<file path="config.mk">
export PLATFORM = sky130hd
export DESIGN_NAME = mwr_router
export DESIGN_NICKNAME = d
export VERILOG_FILES = /design/src/rtl/mwr_pkg.sv /design/src/rtl/mwr_rr_arb.sv /design/src/rtl/mwr_in_port.sv /design/src/rtl/mwr_out_port.sv /design/src/rtl/mwr_router.sv
export SDC_FILE = /design/constraint.sdc
export NUM_CORES = 2
export LEC_CHECK = 0
export ABC_AREA = 0
export CAP_MARGIN = 20
export CORE_ASPECT_RATIO = 1.25
export CORE_MARGIN = 5
export CORE_UTILIZATION = 35
export DETAILED_ROUTE_END_ITERATION = 10
export PLACE_DENSITY = 0.56
export SLEW_MARGIN = 20
export SYNTH_ARGS = -nofsm -noshare
export SYNTH_HDL_FRONTEND = slang
export SYNTH_HIERARCHICAL = 1
export SYNTH_SLANG_ARGS = --single-unit
</file>
<file path="constraint.sdc">
create_clock -name clk -period 6.8 [get_ports clk]
set_input_delay 0.68 -clock clk [delete_from_list [all_inputs] [get_ports clk]]
set_output_delay 0.68 -clock clk [all_outputs]
set_load 0.03 [all_outputs]
</file>
<file path="src/rtl/mwr_pkg.sv">
package mwr_pkg;
   localparam int NPORT   = 5;
   localparam int IDX_W   = 3;
   localparam int P_LOCAL = 0;
   localparam int P_NORTH = 1;
   localparam int P_SOUTH = 2;
   localparam int P_EAST  = 3;
   localparam int P_WEST  = 4;
   // flit kind in the top two bits: bit 1 closes a packet, bit 0 opens one
   localparam logic [1:0] FK_BODY = 2'b00;
   localparam logic [1:0] FK_HEAD = 2'b01;
   localparam logic [1:0] FK_TAIL = 2'b10;
   localparam logic [1:0] FK_SOLO = 2'b11;
endpackage

</file>
<file path="src/rtl/mwr_rr_arb.sv">
module mwr_rr_arb #(
   parameter int N = 5,
   localparam int IDX_W = (N > 1) ? $clog2(N) : 1
) (
   input  logic [N-1:0]     req,
   input  logic [IDX_W-1:0] ptr,
   output logic             any,
   output logic [IDX_W-1:0] idx
);
   always_comb begin
      any = 1'b0;
      idx = '0;
      for (int k = 0; k < N; k++) begin
         if (!any && req[(int'(ptr) + k) % N]) begin
            any = 1'b1;
            idx = IDX_W'((int'(ptr) + k) % N);
         end
      end
   end
endmodule

</file>
<file path="src/rtl/mwr_in_port.sv">
module mwr_in_port
   import mwr_pkg::*;
#(
   parameter int FLIT_W  = 32,
   parameter int QDEPTH  = 4,
   parameter int COORD_W = 3
) (
   input  logic               clk,
   input  logic               rst_n,
   input  logic [COORD_W-1:0] cur_x,
   input  logic [COORD_W-1:0] cur_y,
   input  logic [FLIT_W-1:0]  rx_flit,
   input  logic               rx_vld,
   output logic               rx_full,
   output logic               fwd_vld,
   output logic [FLIT_W-1:0]  fwd_flit,
   output logic [NPORT-1:0]   fwd_dst,
   output logic               fwd_head,
   input  logic               fwd_take
);
   localparam int PTR_W = (QDEPTH > 1) ? $clog2(QDEPTH) : 1;
   localparam int CNT_W = $clog2(QDEPTH + 1);

   logic [FLIT_W-1:0]  mem [QDEPTH];
   logic [PTR_W-1:0]   rd_q, wr_q;
   logic [CNT_W-1:0]   cnt_q;
   logic [NPORT-1:0]   route_q;
   logic [NPORT-1:0]   xy_dst;
   logic [COORD_W-1:0] dst_x, dst_y;
   logic               q_some, rx_acc, bypass, push, pop;

   assign q_some   = (cnt_q != '0);
   assign rx_full  = (cnt_q == CNT_W'(QDEPTH));
   assign rx_acc   = rx_vld & ~rx_full;
   assign fwd_vld  = q_some | rx_vld;
   assign fwd_flit = q_some ? mem[rd_q] : rx_flit;
   assign fwd_head = fwd_flit[FLIT_W-2];
   assign dst_x    = fwd_flit[COORD_W-1:0];
   assign dst_y    = fwd_flit[2*COORD_W-1:COORD_W];

   // dimension order: X first, then Y, then eject
   always_comb begin
      xy_dst = '0;
      if (dst_x > cur_x)      xy_dst[P_EAST]  = 1'b1;
      else if (dst_x < cur_x) xy_dst[P_WEST]  = 1'b1;
      else if (dst_y > cur_y) xy_dst[P_NORTH] = 1'b1;
      else if (dst_y < cur_y) xy_dst[P_SOUTH] = 1'b1;
      else                    xy_dst[P_LOCAL] = 1'b1;
   end

   assign fwd_dst = fwd_head ? xy_dst : route_q;
   assign bypass  = fwd_take & ~q_some;
   assign pop     = fwd_take & q_some;
   assign push    = rx_acc & ~bypass;

   always_ff @(posedge clk) begin
      if (push) mem[wr_q] <= rx_flit;
   end

   always_ff @(posedge clk or negedge rst_n) begin
      if (!rst_n) begin
         rd_q    <= '0;
         wr_q    <= '0;
         cnt_q   <= '0;
         route_q <= '0;
      end else begin
         if (push) wr_q <= (wr_q == PTR_W'(QDEPTH-1)) ? '0 : wr_q + 1'b1;
         if (pop)  rd_q <= (rd_q == PTR_W'(QDEPTH-1)) ? '0 : rd_q + 1'b1;
         cnt_q <= cnt_q + CNT_W'(push) - CNT_W'(pop);
         if (fwd_take & fwd_head) route_q <= xy_dst;
      end
   end
endmodule

</file>
<file path="src/rtl/mwr_out_port.sv">
module mwr_out_port
   import mwr_pkg::*;
#(
   parameter int FLIT_W = 32
) (
   input  logic                    clk,
   input  logic                    rst_n,
   input  logic [NPORT-1:0]        req,
   input  logic [NPORT-1:0]        head,
   input  logic [NPORT*FLIT_W-1:0] flits,
   input  logic                    tx_full,
   output logic [NPORT-1:0]        gnt,
   output logic                    tx_vld,
   output logic [FLIT_W-1:0]       tx_flit
);
   logic              lock_q, vld_q;
   logic [IDX_W-1:0]  owner_q, ptr_q;
   logic [FLIT_W-1:0] flit_q;
   logic [NPORT-1:0]  arb_req;
   logic              arb_any, sel_any, can_load, move;
   logic [IDX_W-1:0]  arb_idx, sel_idx;
   logic [FLIT_W-1:0] sel_flit;

   assign arb_req = lock_q ? '0 : (req & head);

   mwr_rr_arb #(.N(NPORT)) arb_i (
      .req (arb_req),
      .ptr (ptr_q),
      .any (arb_any),
      .idx (arb_idx)
   );

   assign can_load = ~vld_q | ~tx_full;
   assign sel_idx  = lock_q ? owner_q : arb_idx;
   assign sel_any  = lock_q ? req[owner_q] : arb_any;
   assign sel_flit = flits[int'(sel_idx)*FLIT_W +: FLIT_W];
   assign move     = can_load & sel_any;

   always_comb begin
      gnt = '0;
      if (move) gnt[sel_idx] = 1'b1;
   end

   always_ff @(posedge clk or negedge rst_n) begin
      if (!rst_n) begin
         lock_q  <= 1'b0;
         owner_q <= '0;
         ptr_q   <= '0;
         vld_q   <= 1'b0;
         flit_q  <= '0;
      end else begin
         if (can_load) vld_q <= sel_any;
         if (move) begin
            flit_q <= sel_flit;
            if (sel_flit[FLIT_W-1]) begin
               lock_q <= 1'b0;
               ptr_q  <= (sel_idx == IDX_W'(NPORT-1)) ? '0 : sel_idx + 1'b1;
            end else if (sel_flit[FLIT_W-2]) begin
               lock_q  <= 1'b1;
               owner_q <= sel_idx;
            end
         end
      end
   end

   assign tx_vld  = vld_q;
   assign tx_flit = flit_q;
endmodule

</file>
<file path="src/rtl/mwr_router.sv">
module mwr_router
   import mwr_pkg::*;
#(
   parameter int FLIT_W  = 32,
   parameter int QDEPTH  = 4,
   parameter int COORD_W = 3
) (
   input  logic                    clk,
   input  logic                    rst_n,
   input  logic [COORD_W-1:0]      cur_x_i,
   input  logic [COORD_W-1:0]      cur_y_i,
   input  logic [NPORT*FLIT_W-1:0] rx_flit_i,
   input  logic [NPORT-1:0]        rx_vld_i,
   output logic [NPORT-1:0]        rx_full_o,
   output logic [NPORT*FLIT_W-1:0] tx_flit_o,
   output logic [NPORT-1:0]        tx_vld_o,
   input  logic [NPORT-1:0]        tx_full_i
);
   generate
      if (FLIT_W < 2*COORD_W + 3) begin : g_bad_width
         initial $fatal(1, "FLIT_W too small for coordinates and kind field");
      end
      if (QDEPTH < 1) begin : g_bad_depth
         initial $fatal(1, "QDEPTH must be at least 1");
      end
      if (COORD_W < 1) begin : g_bad_coord
         initial $fatal(1, "COORD_W must be at least 1");
      end
   endgenerate

   logic [NPORT-1:0]              fwd_vld, fwd_head, take;
   logic [NPORT*FLIT_W-1:0]       fwd_flits;
   logic [NPORT-1:0][NPORT-1:0]   fwd_dst;
   logic [NPORT-1:0][NPORT-1:0]   req_m;
   logic [NPORT-1:0][NPORT-1:0]   gnt_m;

   for (genvar i = 0; i < NPORT; i++) begin : g_in
      mwr_in_port #(.FLIT_W(FLIT_W), .QDEPTH(QDEPTH), .COORD_W(COORD_W)) in_i (
         .clk      (clk),
         .rst_n    (rst_n),
         .cur_x    (cur_x_i),
         .cur_y    (cur_y_i),
         .rx_flit  (rx_flit_i[i*FLIT_W +: FLIT_W]),
         .rx_vld   (rx_vld_i[i]),
         .rx_full  (rx_full_o[i]),
         .fwd_vld  (fwd_vld[i]),
         .fwd_flit (fwd_flits[i*FLIT_W +: FLIT_W]),
         .fwd_dst  (fwd_dst[i]),
         .fwd_head (fwd_head[i]),
         .fwd_take (take[i])
      );
   end

   always_comb begin
      for (int o = 0; o < NPORT; o++)
         for (int i = 0; i < NPORT; i++)
            req_m[o][i] = fwd_vld[i] & fwd_dst[i][o];
   end

   for (genvar o = 0; o < NPORT; o++) begin : g_out
      mwr_out_port #(.FLIT_W(FLIT_W)) out_i (
         .clk     (clk),
         .rst_n   (rst_n),
         .req     (req_m[o]),
         .head    (fwd_head),
         .flits   (fwd_flits),
         .tx_full (tx_full_i[o]),
         .gnt     (gnt_m[o]),
         .tx_vld  (tx_vld_o[o]),
         .tx_flit (tx_flit_o[o*FLIT_W +: FLIT_W])
      );
   end

   always_comb begin
      take = '0;
      for (int o = 0; o < NPORT; o++) take = take | gnt_m[o];
   end
endmodule

</file>
---- Yosys cells after proc, flatten, opt, wreduce, memory -nomap -nowiden ----
Memory sizes are Yosys's and may differ from the RTL's.
Cells that the tools add are included.
operators by class
  shifts and indexed selects .............. 5
  reductions and logical operators ........ 70
  bitwise logic cells ..................... 104
  eq/ne operators ......................... 20
  $lt $le $gt $ge ......................... 60
  mux-type cells .......................... 260
  add/subtract/negate cells ............... 45
  div/mod/pow operators ................... 25
operators with widths
  operator                 count
  $lt A32 B5 Y1 const B    25
  $shiftx A160 B9 Y32      5
  $mod A32 B4 Y32 const B  20
  $mod A4 B4 Y32 const B   5
  $mux W32                 5
  $mux W1                  150
  $mux W3                  45
  $bmux W1 S3              30
  $mux W5                  15
  $and A1 B1 Y1            55
  $add A3 B2 Y4 const B    10
  $lt A3 B4 Y1 const B     10
  $eq A3 B3 Y1 const B     10
  $gt A3 B3 Y1             10
  $lt A3 B3 Y1             10
  $not A1 Y1               30
  $and A5 B5 Y5            5
  $logic_and A1 B1 Y1      25
  $add A2 B1 Y2 const B    10
  $add A3 B1 Y4 const B    5
  $add A3 B3 Y4 const B    5
  $eq A2 B2 Y1 const B     10
  $logic_not A1 Y1         20
  $mux W2                  10
  11 further kinds         64
storage, ports and cells
  RAM bits ................................ 640
  memories ................................ 5
  bits of input ports ..................... 178
  register bits ........................... 260
  output and inout bits ................... 170
  word-level logic and storage cells ...... 639
memory list
  memory            depth  width  read ports  clocked after Yosys merged registers in  write ports  RTL line           text
  g_in[0].in_i.mem  4      32     1           0                                        1            mwr_in_port.sv:24  logic [FLIT_W-1:0] mem [QDEPTH];
  g_in[1].in_i.mem  4      32     1           0                                        1            mwr_in_port.sv:24
  g_in[2].in_i.mem  4      32     1           0                                        1            mwr_in_port.sv:24
  g_in[3].in_i.mem  4      32     1           0                                        1            mwr_in_port.sv:24
  g_in[4].in_i.mem  4      32     1           0                                        1            mwr_in_port.sv:24

---- Logic depth before layout (Yosys ltp) ----
  depth in word-level cells ............... 42
  gate-level depth with buffers ........... 39
  depth with buffers taken out ............ 34

---- By module ----
Netlist, hierarchy kept.
modules (own cells, without submodules)
  module                                 cells an instance  area each (um2)  instances  sequential area each (um2)
  mwr_in_port (g_in[1].in_i ...)         290                5885.6           4          4144.0
  mwr_out_port                           321                2676.3           5          1001.0
  mwr_rr_arb (g_out[0].out_i.arb_i ...)  200                1472.7           4          0.0
  mwr_in_port (g_in[0].in_i)             290                5886.9           1          4144.0
  mwr_rr_arb (g_out[4].out_i.arb_i)      222                1591.5           1          0.0
  mwr_router                             40                 219.0            1          0.0

---- Worst setup path before layout ----
Ideal clock, no wire load.
  path type ............................... flip-flop to flip-flop
  start point ............................. reg g_in[3].in_i.rd_q[0]
  end point ............................... reg g_in[0].in_i.cnt_q[2]
  setup slack ............................. -0.485 ns
  arrival time ............................ 7.205 ns
  cell stages (with the launch flop) ...... 37
  setup time .............................. 0.080 ns
  clock period less this slack ............ 7.285 ns
  cell sequence ........................... dfrtp_1 > buf_6 > buf_2 > mux4_2 > mux2_2 > ha_1 > nor2b_1 > o21ai_0 > a211oi_1 > mux2_4 > and2_1 > nand2_1 > nor2_1 > clkbuf_1 > mux4_2 > a21oi_2 > a31oi_1 > nor3b_1 > a221oi_1 > nor3_1 > or2_2 > buf_2 > and2_1 > clkbuf_1 > and2_1 > nor3_1 > nand2_1 > nor2_1 > o31a_1 > inv_1 > ha_1 > inv_1 > ha_1 > inv_1 > fa_1 > xnor2_1 > xnor2_1
RTL lines
  what                    RTL line           text
  from (decl)             mwr_in_port.sv:25  logic [PTR_W-1:0] rd_q, wr_q;
  from (signal assigned)  mwr_in_port.sv:68  if (pop) rd_q <= (rd_q == PTR_W'(QDEPTH-1)) ? '0 : rd_q + 1'b1;
  to (signal assigned)    mwr_in_port.sv:69  cnt_q <= cnt_q + CNT_W'(push) - CNT_W'(pop);
  to (decl)               mwr_in_port.sv:26  logic [CNT_W-1:0] cnt_q;

==> impl_metrics.toml <==
[run_status]
status = "finished with violations"
violations = "setup timing"

[timing]
finalSetupViolations = 6
fmax_mhz = 144
hold_viol = 0
slew_violations = 0
worst_pin_slew_ns = 0.965
rsz0062_at_grt = "true"
period_minus_slack_ns = 6.95
finClkSkew_ns = 0.0505
slew_headroom = 0.357
worst_slack_ns = -0.154
finalCritPeriodShare = 1.02

[job]
drv_cap = 0

[finish]
nets = 5259
drive_gt1_frac = 0.329
area_growth_pct = 30.1
stdcell_area_um2 = 65700

[placement]
dp_hpwl_um = 136000
numPortBuffers = 347
place_congestion = 0.947
placed_area_um2 = 60100

[worst_setup_path]
required_ns = 7.39
cp.arrival_ns = 7.54
setup.worst_path.start_class = "register"
crit_path_max_incr_delay_ns = 0.48
cp-end-kind = "register"
crit_fanout = 7
cp_slowest_cell = "mux4_2"
critPathKind = "register to register"

[routing]
ant_nets = 0
wirelength_um = 185000
wl_per_cell_um = 26.8
vias = 39600
dr.pass1.iters = 6
drt_iter0_drc = 4007
vias_per_cell = 5.74
drc = 0

[synth]
synth_cell_types = 91
synth_seq_cells = 900
synth_area_um2 = 50500
synth_largest_area_cell = "edfxtp_1"
synth_edf_count = 640
synth.top_cell.area_share = 0.380
ys_warn_count = 6
ys_seq_area_frac = 0.509
synthFlopType = "edfxtp_1"
netlist_instances = 4117
async_flop_share = 0.289
synth_area_leaders = "edfxtp_1, dfrtp_1, mux4_2"
synth_nets = 4462
syn_area_per_cell_um2 = 12.3

[global_route]
grt_max_degree = 118
antenna_found_initial = 21
grt_usage = 0.234
grt-ovfl-total = 0
grt_pass1_wl_um = 266000
grt_pass1_vias = 38800

[cts]
clkTransAtPathRegs_ns = 0.06
clock-root-buffer = "clkbuf_16"
cts_buffers = 94
htreeDepth = 3
clock_latency_ns = 0.74
clock_sinks = 900
cts_buffer_depth = 3
cts_tree = "yes"

[die]
start_util = 0.353
die_height_um = 435
chipWidth_um = 350
rows = 155
dieArea_um2 = 152000
core_um2 = 143000
io-pin-count = 348

[hold_path]
hold_path.class = "register to register"
path summary, 6_finish.rpt:
| path | end | cells after the start | slack, ns | start |
|---|---|---|---|---|
| worst max-delay path | g_in[0].in_i/cnt_q[2] | 35 | -0.15 | g_in[1].in_i/rd_q[0] |
| worst min-delay path | g_out[0].out_i/tx_flit[30] | 1 | 0.48 | g_out[0].out_i/tx_flit[30] |
| worst max register to register | g_in[0].in_i/cnt_q[2] | 35 | -0.15 | g_in[1].in_i/rd_q[0] |
| worst min register to register | g_out[0].out_i/tx_flit[30] | 1 | 0.48 | g_out[0].out_i/tx_flit[30] |
| max in group asynchronous | g_out[3].out_i/tx_flit[14] | 3 | 4.77 | rst_n |
| min in group asynchronous | g_out[3].out_i/tx_vld | 2 | 0.52 | rst_n |
through the flow:
step / setup WS, ns / util / hold WS [ns] / std cells / TNS [ns]
4_1_cts: -0.0309 / 0.452 / 0.493 / 6845 / -0.0505
6_report: -0.154 / 0.459 / 0.482 / 6889 / -0.430
3_3_place_gp: -0.682 / 0.420 / 0.475 / 6614 / -101.94
3_5_place_dp: -0.790 / 0.420 / 0.479 / 6614 / -162.62
2_1_floorplan: -0.00436 / - / 0.384 / 4117 / -0.00436
5_1_grt: -0.399 / 0.459 / 0.510 / 6882 / -8.30
flip-flops by register name (all words and copies together), names as in the netlist:
name,flops
g_in.in_i/route_q,25
g_out.out_i/tx_vld,5
g_in.in_i/cnt_q,15
g_in.in_i/mem,640
g_out.out_i/ptr_q,15
g_out.out_i/lock_q,5
g_out.out_i/tx_flit,160
g_in.in_i/rd_q,10
g_out.out_i/owner_q,15
g_in.in_i/wr_q,10
repair_timing:
action,CTS,global route
setup buffers,54,29
cloned,1,5
resized for setup,215,139
pin swaps,90,65
hold endpoints to repair,69,0
endpoints found under the setup margin,674,486
hold buffers,1,0
metal layers:
metal,global-route usage,wire length (µm),vias up
li1,-,-,17600
met2,0.380,87300,1739
met3,0.0511,14500,423
met1,0.294,72000,19800
met4,0.120,10900,16
met5,0,102,-
synthesized netlist by cell type, drive strengths merged, types with 16 or more instances:
| master | count |
|---|---|
| dfrtp | 260 |
| mux2i | 88 |
| nor2 | 394 |
| or3 | 30 |
| o211ai | 16 |
| mux2 | 263 |
| or2 | 16 |
| nand2 | 149 |
| a211oi | 35 |
| a21oi | 397 |
| nand2b | 74 |
| nor2b | 29 |
| a21o | 36 |
| edfxtp | 640 |
| a31oi | 26 |
| nor3 | 47 |
| inv | 150 |
| nand3 | 55 |
| buf | 126 |
| xnor2 | 32 |
| and2 | 75 |
| mux4 | 170 |
| and3 | 42 |
| ha | 162 |
| a221oi | 321 |
| clkbuf | 158 |
| o21a | 18 |
| nor3b | 36 |
| o21ai | 92 |
layout make-up:
type / instances / area (µm²)
fillers: 13000 / 77400
flip-flops and latches: 900 / 25700
multi-input cells: 2782 / 24800
repair buffers: 985 / 8950
clock buffers: 117 / 2560
well taps: 1884 / 2360
clock inverters: 60 / 658
inverters: 151 / 577
diodes: 10 / 25.0
critical path, delay by kind of cell, from the launching register on:
| family | cells | cell delay [ns] |
|---|---|---|
| flops | 1 | 0.47 |
| mux | 4 | 1.04 |
| compound gates | 7 | 1.43 |
| buf+inv | 6 | 0.59 |
| xor+xnor | 2 | 0.27 |
| fa+ha+maj | 4 | 1.05 |
| simple gates | 12 | 1.92 |
cell families (layout without fill, tap and decap cells):
group                    after synthesis  after routing  synth area share
buffers and inverters                435           1313            0.0370
adder cells (fa/ha/maj)              167            167            0.0421
other                                  0             10                 0
AO/OA/AOI/OAI                       1064           1064             0.151
flip-flops                           900            900             0.509
multiplexers                         521            521             0.155
XOR/XNOR                              40             40           0.00790
AND/OR/NAND/NOR                      990            990            0.0983
cells in the final DEF (no fill, tap or decap), types with 135 or more instances in the layout:
cell type        instances
mux4_2                 170
ha_1                   135
nor2_1                 361
dfrtp_1                254
mux2_2                 200
a21oi_1                369
clkdlybuf4s50_1        346
edfxtp_1               640
a221oi_1               305
buf_4                  561
Power is not shown: default switching activity piles up to over one toggle a cycle in this logic, so the estimate is an artifact.
